===== src/rtl/cmd_thread_pkg.sv =====
package cmd_thread_pkg;

  typedef enum logic [3:0] {
    REG_RST, REG_EN, REG_SUSP, REG_STAT, REG_IST,
    REG_IEN, REG_CUR, REG_END, REG_CFG, REG_NONE
  } thrReg_e;

  typedef enum logic [2:0] {
    RD_NONE, RD_GIRQ, RD_LOADED, RD_SLOT, RD_THR
  } rdKind_e;

  typedef struct packed {
    logic wrRst;
    logic wrEn;
    logic wrSusp;
    logic wrIst;
    logic wrIen;
    logic wrCur;
    logic wrEnd;
    logic wrCfg;
  } thrStb_t;

  localparam int CauseW = 5;
  localparam logic [CauseW-1:0] CauseMask = 5'b10011;

  function automatic thrReg_e decodeOff(input logic [7:0] off);
    case (off)
      8'h00:   decodeOff = REG_RST;
      8'h04:   decodeOff = REG_EN;
      8'h08:   decodeOff = REG_SUSP;
      8'h0C:   decodeOff = REG_STAT;
      8'h10:   decodeOff = REG_IST;
      8'h14:   decodeOff = REG_IEN;
      8'h20:   decodeOff = REG_CUR;
      8'h24:   decodeOff = REG_END;
      8'h40:   decodeOff = REG_CFG;
      default: decodeOff = REG_NONE;
    endcase
  endfunction

endpackage


===== src/rtl/cmd_thread_decode.sv =====
module cmd_thread_decode
  import cmd_thread_pkg::*;
#(
  parameter int AddrW      = 12,
  parameter int NumThreads = 3,
  parameter int ThrBase    = 256,
  parameter int StrideLog2 = 7,
  parameter int GirqOff    = 16,
  parameter int LoadedOff  = 24,
  parameter int SlotOff    = 48,
  localparam int IdxW      = (NumThreads > 1) ? $clog2(NumThreads) : 1
) (
  input  logic                           regWr,
  input  logic [AddrW-1:0]               regAddr,
  output thrStb_t [NumThreads-1:0]       stbVec,
  output logic                           wrSlot,
  output rdKind_e                        rdKind,
  output logic [IdxW-1:0]                rdThr,
  output thrReg_e                        rdReg
);

  logic [AddrW-1:0] relAddr;
  logic [AddrW-1:0] idxFull;
  logic             inWindow;

  assign relAddr  = regAddr - AddrW'(ThrBase);
  assign idxFull  = relAddr >> StrideLog2;
  assign inWindow = (regAddr >= AddrW'(ThrBase)) && (idxFull < AddrW'(NumThreads));

  always_comb begin
    stbVec = '0;
    wrSlot = 1'b0;
    rdKind = RD_NONE;
    rdThr  = '0;
    rdReg  = REG_NONE;
    if (regAddr[1:0] == 2'b00) begin
      if (regAddr == AddrW'(GirqOff)) begin
        rdKind = RD_GIRQ;
      end else if (regAddr == AddrW'(LoadedOff)) begin
        rdKind = RD_LOADED;
      end else if (regAddr == AddrW'(SlotOff)) begin
        rdKind = RD_SLOT;
        wrSlot = regWr;
      end else if (inWindow) begin
        rdThr = idxFull[IdxW-1:0];
        rdReg = decodeOff(8'(relAddr[StrideLog2-1:0]));
        if (rdReg != REG_NONE) rdKind = RD_THR;
        if (regWr) begin
          case (rdReg)
            REG_RST:  stbVec[rdThr].wrRst  = 1'b1;
            REG_EN:   stbVec[rdThr].wrEn   = 1'b1;
            REG_SUSP: stbVec[rdThr].wrSusp = 1'b1;
            REG_IST:  stbVec[rdThr].wrIst  = 1'b1;
            REG_IEN:  stbVec[rdThr].wrIen  = 1'b1;
            REG_CUR:  stbVec[rdThr].wrCur  = 1'b1;
            REG_END:  stbVec[rdThr].wrEnd  = 1'b1;
            REG_CFG:  stbVec[rdThr].wrCfg  = 1'b1;
            default:  ;
          endcase
        end
      end
    end
  end

endmodule


===== src/rtl/cmd_thread_bank.sv =====
module cmd_thread_bank
  import cmd_thread_pkg::*;
#(
  parameter int PrioW = 3
) (
  input  logic             clk,
  input  logic             rstN,
  input  thrStb_t          stb,
  input  logic [31:0]      wdata,
  input  thrReg_e          rdReg,
  output logic [31:0]      rdWord,
  input  logic             busy,
  input  logic             suspAck,
  input  logic             rstDone,
  input  logic             evtDone,
  input  logic             evtErr,
  input  logic             evtFault,
  input  logic             corePcWe,
  input  logic [31:0]      corePc,
  output logic             startPulse,
  output logic             suspReq,
  output logic             rstReq,
  output logic             pcLoad,
  output logic [31:0]      curAddr,
  output logic [31:0]      endAddr,
  output logic [PrioW-1:0] prio,
  output logic             irqLine
);

  logic              rstPend, enBit, suspBit, suspSeen, startQ, pcLoadQ;
  logic [CauseW-1:0] ist, ien, evt, istKeep;
  logic              rstComplete, suspStat;

  assign rstComplete = rstPend && rstDone;
  assign evt         = {evtFault, 2'b00, evtErr, evtDone};
  assign suspReq     = suspBit && enBit;
  assign suspStat    = suspBit && (!enBit || suspSeen);

  always_comb begin
    istKeep = stb.wrIst ? (ist & wdata[CauseW-1:0]) : ist;
    if (rstComplete) istKeep = '0;
  end

  always_ff @(posedge clk or negedge rstN) begin
    if (!rstN) begin
      rstPend  <= 1'b0;
      enBit    <= 1'b0;
      suspBit  <= 1'b0;
      suspSeen <= 1'b0;
      startQ   <= 1'b0;
      pcLoadQ  <= 1'b0;
      ist      <= '0;
      ien      <= '0;
      curAddr  <= '0;
      endAddr  <= '0;
      prio     <= '0;
    end else begin
      startQ  <= stb.wrEn && wdata[0] && !enBit && !rstComplete;
      pcLoadQ <= stb.wrCur;

      if (stb.wrRst && wdata[0]) rstPend <= 1'b1;
      else if (rstComplete)      rstPend <= 1'b0;

      if (rstComplete)     enBit <= 1'b0;
      else if (stb.wrEn)   enBit <= wdata[0];

      if (stb.wrSusp) suspBit <= wdata[0];

      if (stb.wrSusp && !wdata[0])  suspSeen <= 1'b0;
      else if (suspReq && suspAck)  suspSeen <= 1'b1;

      ist <= (istKeep | evt) & CauseMask;

      if (stb.wrIen) ien <= wdata[CauseW-1:0] & CauseMask;

      if (stb.wrCur)      curAddr <= wdata;
      else if (corePcWe)  curAddr <= corePc;

      if (stb.wrEnd) endAddr <= wdata;
      if (stb.wrCfg) prio    <= wdata[PrioW-1:0];
    end
  end

  assign startPulse = startQ;
  assign pcLoad     = pcLoadQ;
  assign rstReq     = rstPend;
  assign irqLine    = |(ist & ien);

  always_comb begin
    case (rdReg)
      REG_RST:  rdWord = {31'd0, rstPend};
      REG_EN:   rdWord = {31'd0, enBit};
      REG_SUSP: rdWord = {31'd0, suspBit};
      REG_STAT: rdWord = {30'd0, suspStat, busy};
      REG_IST:  rdWord = {{(32-CauseW){1'b0}}, ist};
      REG_IEN:  rdWord = {{(32-CauseW){1'b0}}, ien};
      REG_CUR:  rdWord = curAddr;
      REG_END:  rdWord = endAddr;
      REG_CFG:  rdWord = {{(32-PrioW){1'b0}}, prio};
      default:  rdWord = '0;
    endcase
  end

  // the request holds until the core reports completion
  a_r3_rst_hold: assert property (@(posedge clk) disable iff (!rstN)
    rstPend && !rstDone |=> rstPend);

  // completion drops the request and the enable bit
  a_r3_rst_clear: assert property (@(posedge clk) disable iff (!rstN)
    rstComplete && !(stb.wrRst && wdata[0]) |=> !rstPend && !enBit);

  // an enabled thread only shows paused after an acknowledge
  a_r4_susp_ack: assert property (@(posedge clk) disable iff (!rstN)
    $rose(suspStat) && enBit |-> $past(suspAck));

  // a start pulse comes with the enable bit set
  a_r5_start_en: assert property (@(posedge clk) disable iff (!rstN)
    startPulse |-> enBit);

  // causes written as 0 stay cleared unless an event re-set them
  a_r6_write_clear: assert property (@(posedge clk) disable iff (!rstN)
    stb.wrIst && !rstComplete |=> (ist & ~$past(wdata[CauseW-1:0]) & ~$past(evt)) == '0);

  // every current-address write is followed by a refetch pulse
  a_r10_pc_load: assert property (@(posedge clk) disable iff (!rstN)
    stb.wrCur |=> pcLoad);

endmodule


===== src/rtl/cmd_thread_regs.sv =====
module cmd_thread_regs
  import cmd_thread_pkg::*;
#(
  parameter int AddrW      = 12,
  parameter int NumThreads = 3,
  parameter int PrioW      = 3,
  localparam int IdxW      = (NumThreads > 1) ? $clog2(NumThreads) : 1
) (
  input  logic                         clk,
  input  logic                         rstN,
  input  logic                         regWr,
  input  logic [AddrW-1:0]             regAddr,
  input  logic [31:0]                  regWdata,
  output logic [31:0]                  regRdata,
  output logic [NumThreads-1:0]        thrStart,
  output logic [NumThreads-1:0]        thrSuspReq,
  input  logic [NumThreads-1:0]        thrSuspAck,
  output logic [NumThreads-1:0]        thrRstReq,
  input  logic [NumThreads-1:0]        thrRstDone,
  output logic [NumThreads-1:0]        thrPcLoad,
  output logic [NumThreads*32-1:0]     thrCurAddr,
  output logic [NumThreads*32-1:0]     thrEndAddr,
  output logic [NumThreads*PrioW-1:0]  thrPrio,
  input  logic [NumThreads-1:0]        corePcWe,
  input  logic [NumThreads*32-1:0]     corePc,
  input  logic [NumThreads-1:0]        coreBusy,
  input  logic [NumThreads-1:0]        evtDone,
  input  logic [NumThreads-1:0]        evtErr,
  input  logic [NumThreads-1:0]        evtFault,
  output logic [NumThreads-1:0]        thrIrq,
  output logic                         irq,
  output logic [31:0]                  slotCycles
);

  thrStb_t [NumThreads-1:0] stbVec;
  logic                     wrSlot;
  rdKind_e                  rdKind;
  logic [IdxW-1:0]          rdThr;
  thrReg_e                  rdReg;
  logic [31:0]              rdWords [NumThreads];
  logic [31:0]              slotReg;

  cmd_thread_decode #(
    .AddrW(AddrW), .NumThreads(NumThreads), .ThrBase(256), .StrideLog2(7),
    .GirqOff(16), .LoadedOff(24), .SlotOff(48)
  ) u_decode (
    .regWr(regWr), .regAddr(regAddr), .stbVec(stbVec), .wrSlot(wrSlot),
    .rdKind(rdKind), .rdThr(rdThr), .rdReg(rdReg)
  );

  for (genvar g = 0; g < NumThreads; g++) begin : g_thr
    cmd_thread_bank #(.PrioW(PrioW)) u_bank (
      .clk(clk), .rstN(rstN), .stb(stbVec[g]), .wdata(regWdata),
      .rdReg(rdReg), .rdWord(rdWords[g]),
      .busy(coreBusy[g]), .suspAck(thrSuspAck[g]), .rstDone(thrRstDone[g]),
      .evtDone(evtDone[g]), .evtErr(evtErr[g]), .evtFault(evtFault[g]),
      .corePcWe(corePcWe[g]), .corePc(corePc[g*32 +: 32]),
      .startPulse(thrStart[g]), .suspReq(thrSuspReq[g]), .rstReq(thrRstReq[g]),
      .pcLoad(thrPcLoad[g]), .curAddr(thrCurAddr[g*32 +: 32]),
      .endAddr(thrEndAddr[g*32 +: 32]), .prio(thrPrio[g*PrioW +: PrioW]),
      .irqLine(thrIrq[g])
    );
  end

  always_ff @(posedge clk or negedge rstN) begin
    if (!rstN)       slotReg <= '0;
    else if (wrSlot) slotReg <= regWdata;
  end

  assign slotCycles = slotReg;
  assign irq        = |thrIrq;

  always_comb begin
    case (rdKind)
      RD_GIRQ:   regRdata = {16'h0000, ~(16'(thrIrq))};
      RD_LOADED: regRdata = {|coreBusy, 31'd0};
      RD_SLOT:   regRdata = slotReg;
      RD_THR:    regRdata = rdWords[rdThr];
      default:   regRdata = '0;
    endcase
  end

endmodule


===== config.mk =====
export PLATFORM = sky130hd
export DESIGN_NAME = cmd_thread_regs
export DESIGN_NICKNAME = d
export VERILOG_FILES = /design/src/rtl/cmd_thread_pkg.sv /design/src/rtl/cmd_thread_decode.sv /design/src/rtl/cmd_thread_bank.sv /design/src/rtl/cmd_thread_regs.sv
export SDC_FILE = /design/constraint.sdc
export NUM_CORES = 1
export LEC_CHECK = 0
export BUFFER_PORTS_ARGS = -buffer_cell sky130_fd_sc_hd__buf_2
export CORE_UTILIZATION = 40
export CTS_BUF_LIST = sky130_fd_sc_hd__clkbuf_2 sky130_fd_sc_hd__clkbuf_4 sky130_fd_sc_hd__clkbuf_8
export CTS_CLUSTER_SIZE = 28
export DETAILED_ROUTE_END_ITERATION = 8
export PLACE_DENSITY = 0.65
export SLEW_MARGIN = 10
export SYNTH_ARGS = -nofsm -noshare
export SYNTH_HDL_FRONTEND = slang
export SYNTH_SLANG_ARGS = --single-unit

===== constraint.sdc =====
create_clock -name clk -period 10.2 [get_ports clk]
set_clock_uncertainty 0.2 [all_clocks]
set_input_delay 1.53 -clock clk [delete_from_list [all_inputs] [get_ports clk]]
set_output_delay 1.53 -clock clk [all_outputs]
set_load 0.01 [all_outputs]

==> flow_metrics.py, run 1 <==
metrics = {
    "yosys": {
        "synth_edf_count": 0,
        "ys_seq_elements": 269,
        "synthCells": 1221,
        "netlist_area_um2": 13780,
        "ys_types": 70,
        "avgSynthCellArea_um2": 11.28,
        "yosysWarnings": 0,
        "yosysSeqAreaShare": 0.4886,
        "syn_nets": 1388,
        "synth-async-reset-ratio": 1.000,
        "synthFlopType": "dfrtp_1",
    },
    "critical_path": {
        "cpPeakStageDelay_ns": 0.60,
        "arrival_ns": 5.40,
        "critPathRequiredTime_ns": 8.47,
        "r2r_end": "g_thr[2].u_bank.startPulse",
        "endpoint_kind": "output pin",
        "crit-reg2reg-launch": "g_thr[2].u_bank.rstReq",
        "crit_fanout": 37,
        "ff2ff_path_depth": 2,
        "crit_type": "in2out",
        "cp-start-kind": "input pin",
        "r2r_slack_ns": 8.96,
        "path_cells": "buf_2, buf_4, inv_1, ha_1, a21boi_2, nand2_1, nor3b_4, o21ai_4, buf_4, nor4_1, a211o_1, buf_2",
        "crit_path_top_delay_cell": "nor3b_4",
    },
    "placement": {
        "gp_congestion": 0.9273,
        "placed_area_um2": 16140,
        "place_inst": 2019,
        "hpwlAfterDp_um": 34770,
        "io_buffers": 444,
        "dp_slack_ns": 3.170,
    },
    "clock_network": {
        "numClockSinks": 269,
        "htreeDepth": 2,
        "clk_pin_slew_ns": 0.05,
        "cts_made_buffers": 49,
        "cts_hold_buf": 0,
        "cts_buffer_depth": 3,
        "ctsResizeCount": 0,
        "postCtsSetupRepairBufs": 0,
        "ctsRootBufferMaster": "clkbuf_8",
        "clock_latency_ns": 0.58,
        "tritoncts": "done",
    },
    "die": {
        "io_pins": 445,
        "dieArea_um2": 35190,
        "core_area_um2": 33700,
        "dieWidth_um": 187.6,
        "die_h_um": 187.6,
        "rows": 67,
        "start_util": 0.4089,
    },
    "cells_and_area": {
        "drive_above_1_share": 0.4375,
        "finalInstanceArea_um2": 17180,
        "final_cell_mix": "443 x buf_2, 269 x dfrtp_1, 115 x mux2_2, 99 x mux2i_1, 93 x a21oi_1",
        "stdcell_count": 2108,
        "final_common_cell": "buf_2",
        "nNetsFinal": 1789,
        "syn2layout_area_growth_pct": 24.65,
    },
    "timing": {
        "setup_ws_ns": 3.074,
        "post-route-period-util": 0.6986,
        "tns_ns": 0,
        "fmax_mhz": 140.3,
        "period_minus_slack_ns": 7.126,
        "maxSlewViolCount": 0,
        "grt_setup_unrepaired": "no",
        "setup_violations": 0,
        "tightest_slew_ns": 1.174,
        "slew-limit-headroom": 0.2146,
        "hold_viol_final": 0,
    },
    "routing": {
        "post_drt_via_cell_ratio": 5.842,
        "drt_iter0_markers": 1053,
        "ant_nets": 0,
        "num_vias": 12314,
        "wirelength_um": 51300,
        "first_pass_iters": 6,
        "wl_per_cell_um": 24.33,
        "drc": 0,
    },
    "grt": {
        "grt-ovfl-total": 0,
        "grt_pass1_wl_um": 76560,
        "antenna_found_initial": 5,
        "grt_max_degree": 158,
        "grt_use_total": 0.2852,
        "grt_pass1_vias": 12388,
    },
    "outcome": {
        "status": "complete, no violations",
    },
    "pwr": {
        "ir_drop_uv": 95.50,
        "finalPower_mw": 2.462,
        "power.density_nw_per_um2": 143.4,
        "p_leak_nw": 8.929,
    },
    "min_path": {
        "min_from": "g_thr[1].u_bank.rstReq",
        "whs_endpoint": "g_thr[1].u_bank.enBit",
        "hold_depth": 1,
        "min_path_type": "reg2reg",
    },
    "flow_run": {
        "maxCapViolCount": 0,
    },
}
report_power, final:
group | leakage (nW) | internal, mW | switching [mW] | total [mW]
clock network | 0.549 | 0.613 | 0.459 | 1.07
registers | 3.49 | 1.11 | 0.0430 | 1.15
logic | 4.89 | 0.0953 | 0.145 | 0.240
total | 8.93 | 1.82 | 0.647 | 2.46
worst max-delay path, delay by kind of cell:
kind / cells / cell delay [ns]
AND/OR/NAND/NOR: 3 / 1.38
AO/OA/AOI/OAI: 3 / 0.84
buffers and inverters: 5 / 1.26
adder cells (fa/ha/maj): 1 / 0.34
stage by stage:
stage,hold WS (ns),util
6_report,0.2957,0.5097
5_1_grt,0.3381,0.5097
4_1_cts,0.2955,0.5094
3_5_place_dp,0.2910,0.4791
3_3_place_gp,0.2724,0.4791
2_1_floorplan,0.2633,-
synth_stat cells, types with 4 or more instances:
cell | instances | area [um2]
inv_1 | 16 | 60.06
nand3_1 | 8 | 40.04
a21o_1 | 4 | 30.03
mux2i_1 | 99 | 991.0
nor2_1 | 93 | 349.1
a22oi_1 | 5 | 37.54
a221oi_1 | 60 | 525.5
a21oi_2 | 17 | 148.9
clkbuf_1 | 42 | 157.7
mux2_1 | 36 | 405.4
a222oi_1 | 7 | 70.07
buf_2 | 28 | 140.1
a211o_1 | 13 | 113.9
buf_6 | 14 | 157.7
buf_4 | 24 | 180.2
dfrtp_1 | 269 | 6731
nand2_1 | 71 | 266.5
nand4_1 | 5 | 31.28
buf_1 | 5 | 18.77
nor3_1 | 6 | 30.03
a221o_1 | 7 | 70.07
a31o_2 | 10 | 87.58
mux2_2 | 115 | 1295
and2_1 | 7 | 43.79
o21ai_0 | 45 | 225.2
nor4_1 | 17 | 106.4
a21oi_1 | 94 | 470.5
o41ai_1 | 11 | 96.34
a22o_1 | 31 | 271.5
registers in the layout (all words and copies together), names as in the netlist:
name	count
g_thr.u_bank.enBit	3
g_thr.u_bank.pcLoad	3
g_thr.u_bank.suspBit	3
g_thr.u_bank.rstReq	3
g_thr.u_bank.ien	9
g_thr.u_bank.ist	9
g_thr.u_bank.startPulse	3
g_thr.u_bank.prio	9
g_thr.u_bank.endAddr	96
g_thr.u_bank.suspSeen	3
slotCycles	32
g_thr.u_bank.curAddr	96
area by class of cell:
class | instances | area, um2
diodes | 3 | 7.507
clock buffers | 77 | 947.2
clock inverters | 9 | 76.32
fillers | 3152 | 16520
inverters | 16 | 60.06
multi-input cells | 823 | 6405
flip-flops and latches | 269 | 6731
well taps | 448 | 560.5
repair buffers | 463 | 2387
worst max path at each step:
stage	from	to	slack (ns)
finish	regAddr[8]	regRdata[14]	3.07
global route	regAddr[8]	regRdata[14]	2.87
CTS	regAddr[8]	regRdata[14]	3.15
global placement	regAddr[8]	regRdata[14]	3.19
detailed placement	regAddr[8]	regRdata[14]	3.17
floorplan	regAddr[8]	regRdata[18]	4.54
cells by family (layout without fill, tap and decap cells):
group / Yosys count / in the layout / synth area share
and+or+nand+nor: 242 / 242 / 0.08881
other: 0 / 3 / 0
muxes: 250 / 250 / 0.1953
DFF: 269 / 269 / 0.4886
adders and majority gates: 3 / 3 / 0.002725
buffers and inverters: 129 / 565 / 0.05185
AOI/OAI and AO/OA: 328 / 328 / 0.1727
routing by layer:
metal / global-route usage / up-vias / part of all wire
li1: - / 5373 / -
met4: 0.1204 / 4 / 0.036
met3: 0.06775 / 134 / 0.094
met5: 0 / - / 0.00049
met1: 0.3718 / 6068 / 0.40
met2: 0.4531 / 735 / 0.47
Note: power is estimated with default switching activity, not from simulation.
==> run 2: changes to the inputs <==
ABC_AREA = 1   (was default)
PLACE_DENSITY = 0.68   (was 0.65)
clock period = 6 ns   (was 10.2 ns; I/O delays follow)
==> run 2 against run 1 <==
Effect of this change: highest routed layer unchanged; worst hold slack got worse by 0.19 ns; flip-flop and latch count stayed put; cell count rose by 22%; synthesized cell count grew 38%; critical path type unchanged; non-clock buffer count grew 6; worst setup slack worse by 2.1 ns; largest power group unchanged; design area up 1.2%; first-iteration DRC count up 31%.
==> flow_metrics.py, run 2 <==
metrics = {
    "routing": {
        "drc": 0,
        "drt_iter0_markers": 1379,
        "num_vias": 14626,
        "wl_per_cell_um": 23.09,
        "first_pass_iters": 5,
        "wirelength_um": 59490,
        "post_drt_via_cell_ratio": 5.678,
        "ant_nets": 0,
    },
    "critical_path": {
        "cp_num_buf_inv": 6,
        "crit_type": "in2out",
        "path_cells": "buf_2, inv_2, ha_1, nand3_1, nor2_1, and2_4, nor2_4, nand2_8, inv_2, nand2_1, inv_1, buf_4, nand3_1, o21ai_1, buf_2",
        "crit_path_top_delay_cell": "inv_1",
        "arrival_ns": 3.92,
        "cp-start-kind": "input pin",
        "crit-reg2reg-launch": "g_thr[0].u_bank.rstReq",
        "r2r_end": "g_thr[0].u_bank.startPulse",
        "cp_top_family": "buffers and inverters",
        "ff2ff_path_depth": 3,
        "critPathRequiredTime_ns": 4.90,
        "r2r_slack_ns": 4.75,
        "endpoint_kind": "output pin",
        "cpPeakStageDelay_ns": 0.60,
        "crit_fanout": 14,
    },
    "timing": {
        "post-route-period-util": 0.8372,
        "hold_slack_ns": 0.1068,
        "period_minus_slack_ns": 5.023,
        "setup_violations": 0,
        "grt_setup_unrepaired": "no",
        "maxSlewViolCount": 0,
        "tns_ns": 0,
        "tightest_slew_ns": 1.032,
        "slew-limit-headroom": 0.3093,
        "fmax_mhz": 199.1,
        "hold_viol_final": 0,
    },
    "yosys": {
        "yosys-top-cells-area": "dfrtp_1 48%, nand2_1 11%, nand3_1 5.7%",
        "synth_edf_count": 0,
        "synth_most_common_cell": "nand2_1",
        "synth_top_area_share": 0.4818,
        "synth-async-reset-ratio": 1.000,
        "ys_seq_elements": 269,
        "synthCells": 1684,
        "yosysWarnings": 0,
        "ys_types": 39,
        "yosys.area.top_type": "dfrtp_1",
        "avgSynthCellArea_um2": 8.296,
        "syn_nets": 1851,
        "netlist_area_um2": 13970,
        "synth_common_cells": "392 x nand2_1, 269 x dfrtp_1, 183 x inv_1",
        "synthFlopType": "dfrtp_1",
        "yosysSeqAreaShare": 0.4818,
    },
    "cells_and_area": {
        "final_cell_mix": "443 x buf_2, 386 x nand2_1, 269 x dfrtp_1, 183 x inv_1, 157 x nand3_1",
        "drive_above_1_share": 0.2979,
        "nFillCells": 3408,
        "multi_input_area_um2": 5851,
        "syn2layout_area_growth_pct": 24.40,
        "postLayoutCoreUtil": 0.5044,
        "regArea_um2": 6731,
        "nNetsFinal": 2248,
        "final_common_cell": "buf_2",
        "stdcell_count": 2576,
    },
    "clock_network": {
        "ctsResizeCount": 0,
        "numClockSinks": 269,
        "postCtsSetupRepairBufs": 0,
        "clock_latency_ns": 0.61,
        "htreeDepth": 2,
        "clk_pin_slew_ns": 0.06,
        "tritoncts": "done",
        "cts_buffer_depth": 3,
        "ctsRootBufferMaster": "clkbuf_8",
        "cts_made_buffers": 48,
        "cts_hold_buf": 0,
    },
    "pwr": {
        "p_int_mw": 3.056,
        "power.net_switching_mw": 1.141,
        "p_seq_frac": 0.457,
        "ir_drop_uv": 171.5,
        "power.density_nw_per_um2": 241.5,
        "p_leak_nw": 8.949,
        "p_comb_frac": 0.103,
        "finalPower_mw": 4.197,
        "swShare": 0.2719,
        "clkPwrFrac": 0.440,
    },
    "grt": {
        "use_met3": 0.07970,
        "grtUsageMet1": 0.4198,
        "antenna_found_initial": 8,
        "grt_max_degree": 122,
        "met2_usage": 0.5148,
        "grt_pass1_vias": 14184,
        "grt_most_used_layer": "met2",
        "grt-ovfl-total": 0,
        "grt_use_total": 0.3292,
        "grt_pass1_wl_um": 87910,
    },
    "flow_run": {
        "maxCapViolCount": 0,
    },
    "die": {
        "dieWidth_um": 188.9,
        "core_area_um2": 34460,
        "io_pins": 445,
        "die_h_um": 188.9,
        "rows": 68,
        "dieArea_um2": 35680,
        "start_util": 0.4054,
    },
    "min_path": {
        "min_path_type": "in2async",
    },
    "placement": {
        "place_inst": 2486,
        "hpwlAfterDp_um": 40850,
        "io_buffers": 444,
        "gp_congestion": 0.9608,
    },
    "outcome": {
        "status": "complete, no violations",
    },
}
run 2: logic make-up (layout without fill, tap and decap cells):
family,after synthesis,count (layout),share of synthesized area
AOI/OAI and AO/OA,439,439,0.2060
and+or+nand+nor,658,658,0.2080
buffers and inverters,315,746,0.1016
other,0,6,0
DFF,269,269,0.4818
adders and majority gates,3,3,0.002687
run 2: power groups by stage:
stage | clock (mW) | sequential (mW) | combinational, mW
after floorplan | 0 | 1.97 | 0.161
after global placement | 0 | 1.95 | 0.425
after detailed placement | 0 | 1.95 | 0.430
after CTS | 1.86 | 1.92 | 0.431
after global routing | 1.96 | 1.92 | 0.470
final | 1.85 | 1.92 | 0.432
run 2: cell type report:
cell class / count / area share
sequential: 269 / 0.3873
tap: 455 / 0.03276
clock buffer: 77 / 0.05666
timing repair buffer: 469 / 0.1414
clock inverter: 7 / 0.002520
antenna: 6 / 0.0008639
inverter: 193 / 0.04183
multi-input combinational: 1100 / 0.3366
run 2: through the flow:
step / instance area, um2 / setup WS (ns)
floorplan: 13970 / 2.238
global placement: 16340 / 1.142
detailed placement: 16340 / 1.005
CTS: 17360 / 0.9937
global route: 17380 / 0.7464
finish: 17380 / 0.9767
run 2: per-layer routing:
layer	routed length (um)	part of all wire
met1	23220	0.39
met2	27270	0.46
met3	5668	0.095
met4	3297	0.055
met5	32	0.00054
run 2: worst max path at each step:
stage	to	from	cells past startpoint
2_1_floorplan	regRdata[10]	regAddr[8]	16
3_3_place_gp	regRdata[31]	regAddr[8]	17
3_5_place_dp	regRdata[18]	regAddr[8]	15
4_1_cts	regRdata[18]	regAddr[8]	15
5_1_grt	regRdata[23]	regAddr[8]	15
6_report	regRdata[18]	regAddr[8]	15
==> run 3: changes to the inputs <==
clock period = 4.6 ns   (was 6 ns; I/O delays follow)
==> run 3 against run 2 <==
Effect of this change: the run now ends with hold timing left; via count about the same; sequential share of layout area fell by 0.28 points; flip-flop and latch count unchanged; count of clock-buffer cells in the layout rose by 2; register-to-register slack got worse by 1.4 ns; critical endpoint is now regRdata[0]; largest cell class unchanged; largest power group unchanged.
==> flow_metrics.py, run 3 (synthesis gave the netlist of run 2 again) <==
metrics = {
    "die": {
        "dieWidth_um": 188.9,
        "rows": 68,
        "io_pins": 445,
        "start_util": 0.4054,
        "die_h_um": 188.9,
        "core_area_um2": 34460,
        "dieArea_um2": 35680,
    },
    "grt": {
        "grt_pass1_wl_um": 86260,
        "grt-ovfl-total": 0,
        "use_met3": 0.07210,
        "grt_use_total": 0.3205,
        "antenna_found_initial": 8,
        "grt_max_degree": 132,
        "grtUsageMet1": 0.4046,
        "met2_usage": 0.5115,
        "grt_most_used_layer": "met2",
        "grt_pass1_vias": 14181,
    },
    "routing": {
        "first_pass_iters": 6,
        "wl_per_cell_um": 22.37,
        "num_vias": 14638,
        "drc": 0,
        "ant_nets": 0,
        "drt_iter0_markers": 1410,
        "post_drt_via_cell_ratio": 5.656,
        "wirelength_um": 57880,
    },
    "cells_and_area": {
        "multi_input_area_um2": 5851,
        "final_cell_mix": "443 x buf_2, 386 x nand2_1, 269 x dfrtp_1, 183 x inv_1, 157 x nand3_1",
        "finalInstanceArea_um2": 17510,
        "stdcell_count": 2588,
        "nFillCells": 3359,
        "regArea_um2": 6731,
        "syn2layout_area_growth_pct": 25.31,
        "final_common_cell": "buf_2",
        "nNetsFinal": 2258,
        "drive_above_1_share": 0.3018,
    },
    "placement": {
        "place_inst": 2495,
        "placed_area_um2": 16430,
        "dp_slack_ns": 0.4567,
        "hpwlAfterDp_um": 40670,
        "gp_congestion": 0.9499,
        "io_buffers": 444,
    },
    "pwr": {
        "p_leak_nw": 9.018,
        "ir_drop_uv": 230.1,
        "power.density_nw_per_um2": 316.1,
    },
    "clock_network": {
        "tritoncts": "done",
        "postCtsSetupRepairBufs": 0,
        "htreeDepth": 2,
        "clk_pin_slew_ns": 0.07,
        "cts_made_buffers": 49,
        "cts_hold_buf": 0,
        "cts_buffer_depth": 3,
        "numClockSinks": 269,
        "ctsRootBufferMaster": "clkbuf_8",
        "ctsResizeCount": 0,
        "clock_latency_ns": 0.61,
    },
    "outcome": {
        "status": "finished, violations left",
        "violations": "hold timing",
    },
    "timing": {
        "slew-limit-headroom": 0.2532,
        "hold_slack_ns": -0.08417,
        "fmax_mhz": 238.1,
        "tns_ns": 0,
        "setup_ws_ns": 0.3999,
        "hold_viol_final": 14,
        "grt_setup_unrepaired": "no",
        "maxSlewViolCount": 0,
        "setup_violations": 0,
        "period_minus_slack_ns": 4.200,
        "tightest_slew_ns": 1.120,
        "post-route-period-util": 0.9131,
    },
    "critical_path": {
        "crit_type": "in2out",
        "cp-start-kind": "input pin",
        "critPathRequiredTime_ns": 3.71,
        "crit_fanout": 22,
        "ff2ff_path_depth": 3,
        "endpoint_kind": "output pin",
        "arrival_ns": 3.31,
    },
    "min_path": {
        "min_path_type": "in2async",
    },
    "flow_run": {
        "maxCapViolCount": 0,
    },
}
==> run 3: cell types whose count changed in the layout (fill, tap and decap cells not counted), sizes merged <==
| cell | delta |
|---|---|
| clkinv | +1 |
| buf | +9 |
| clkbuf | +2 |
==> run 3: power by group <==
group / internal, mW / switching (mW) / total [mW]
Sequential: 2.45 / 0.0547 / 2.50
Clock: 1.39 / 1.08 / 2.47
Combinational: 0.190 / 0.375 / 0.565
Total: 4.03 / 1.51 / 5.53
==> run 3: cell type report <==
| class | instances | share of cell area |
|---|---|---|
| diodes | 6 | 0.0008576 |
| multi-input cells | 1100 | 0.3342 |
| clock inverters | 8 | 0.002930 |
| well taps | 455 | 0.03252 |
| inverters | 193 | 0.04152 |
| repair buffers | 478 | 0.1457 |
| clock buffers | 79 | 0.05782 |
| flip-flops and latches | 269 | 0.3845 |
==> run 3: final timing paths <==
check / from / endpoint / slack, ns
setup / recovery: regAddr[8] / regRdata[0] / 0.40
hold reg to reg: g_thr[0].u_bank.suspSeen / g_thr[0].u_bank.suspSeen / 0.31
hold / removal: rstN / g_thr[0].u_bank.suspBit / -0.08
max in group asynchronous: rstN / g_thr[1].u_bank.curAddr[7] / 3.17
setup reg to reg: g_thr[1].u_bank.rstReq / g_thr[1].u_bank.startPulse / 3.38
min in group clk: evtErr[1] / g_thr[1].u_bank.ist[1] / 0.07
==> run 3: critical path, cell delays in order <==
cell and delay, ns:
buf_2 0.11, inv_2 0.11, ha_1 0.16, nand3_1 0.12, nor2_1 0.15, and2_4 0.33
nor2_4 0.10, nand2_8 0.12, inv_2 0.08, nand2_2 0.51, o21ai_0 0.24, nor2_1 0.16
nand2_1 0.06, nand2_1 0.06, nor2_1 0.04, nand2_1 0.06, nand2_1 0.07, buf_2 0.15
==> run 3: layer usage <==
metal	share of wire	wire length [um]
met2	0.46	26630
met3	0.095	5499
met5	0.00047	27
met4	0.055	3180
met1	0.39	22540
==> run 3: per-stage QoR <==
stage	power [mW]	util	hold slack [ns]
global placement	3.094	0.4768	0.2751
detailed placement	3.102	0.4768	0.2924
finish	5.534	0.5081	-0.08417
global route	5.722	0.5079	0.05659
floorplan	2.778	-	0.1944
CTS	5.568	0.5076	0.02867
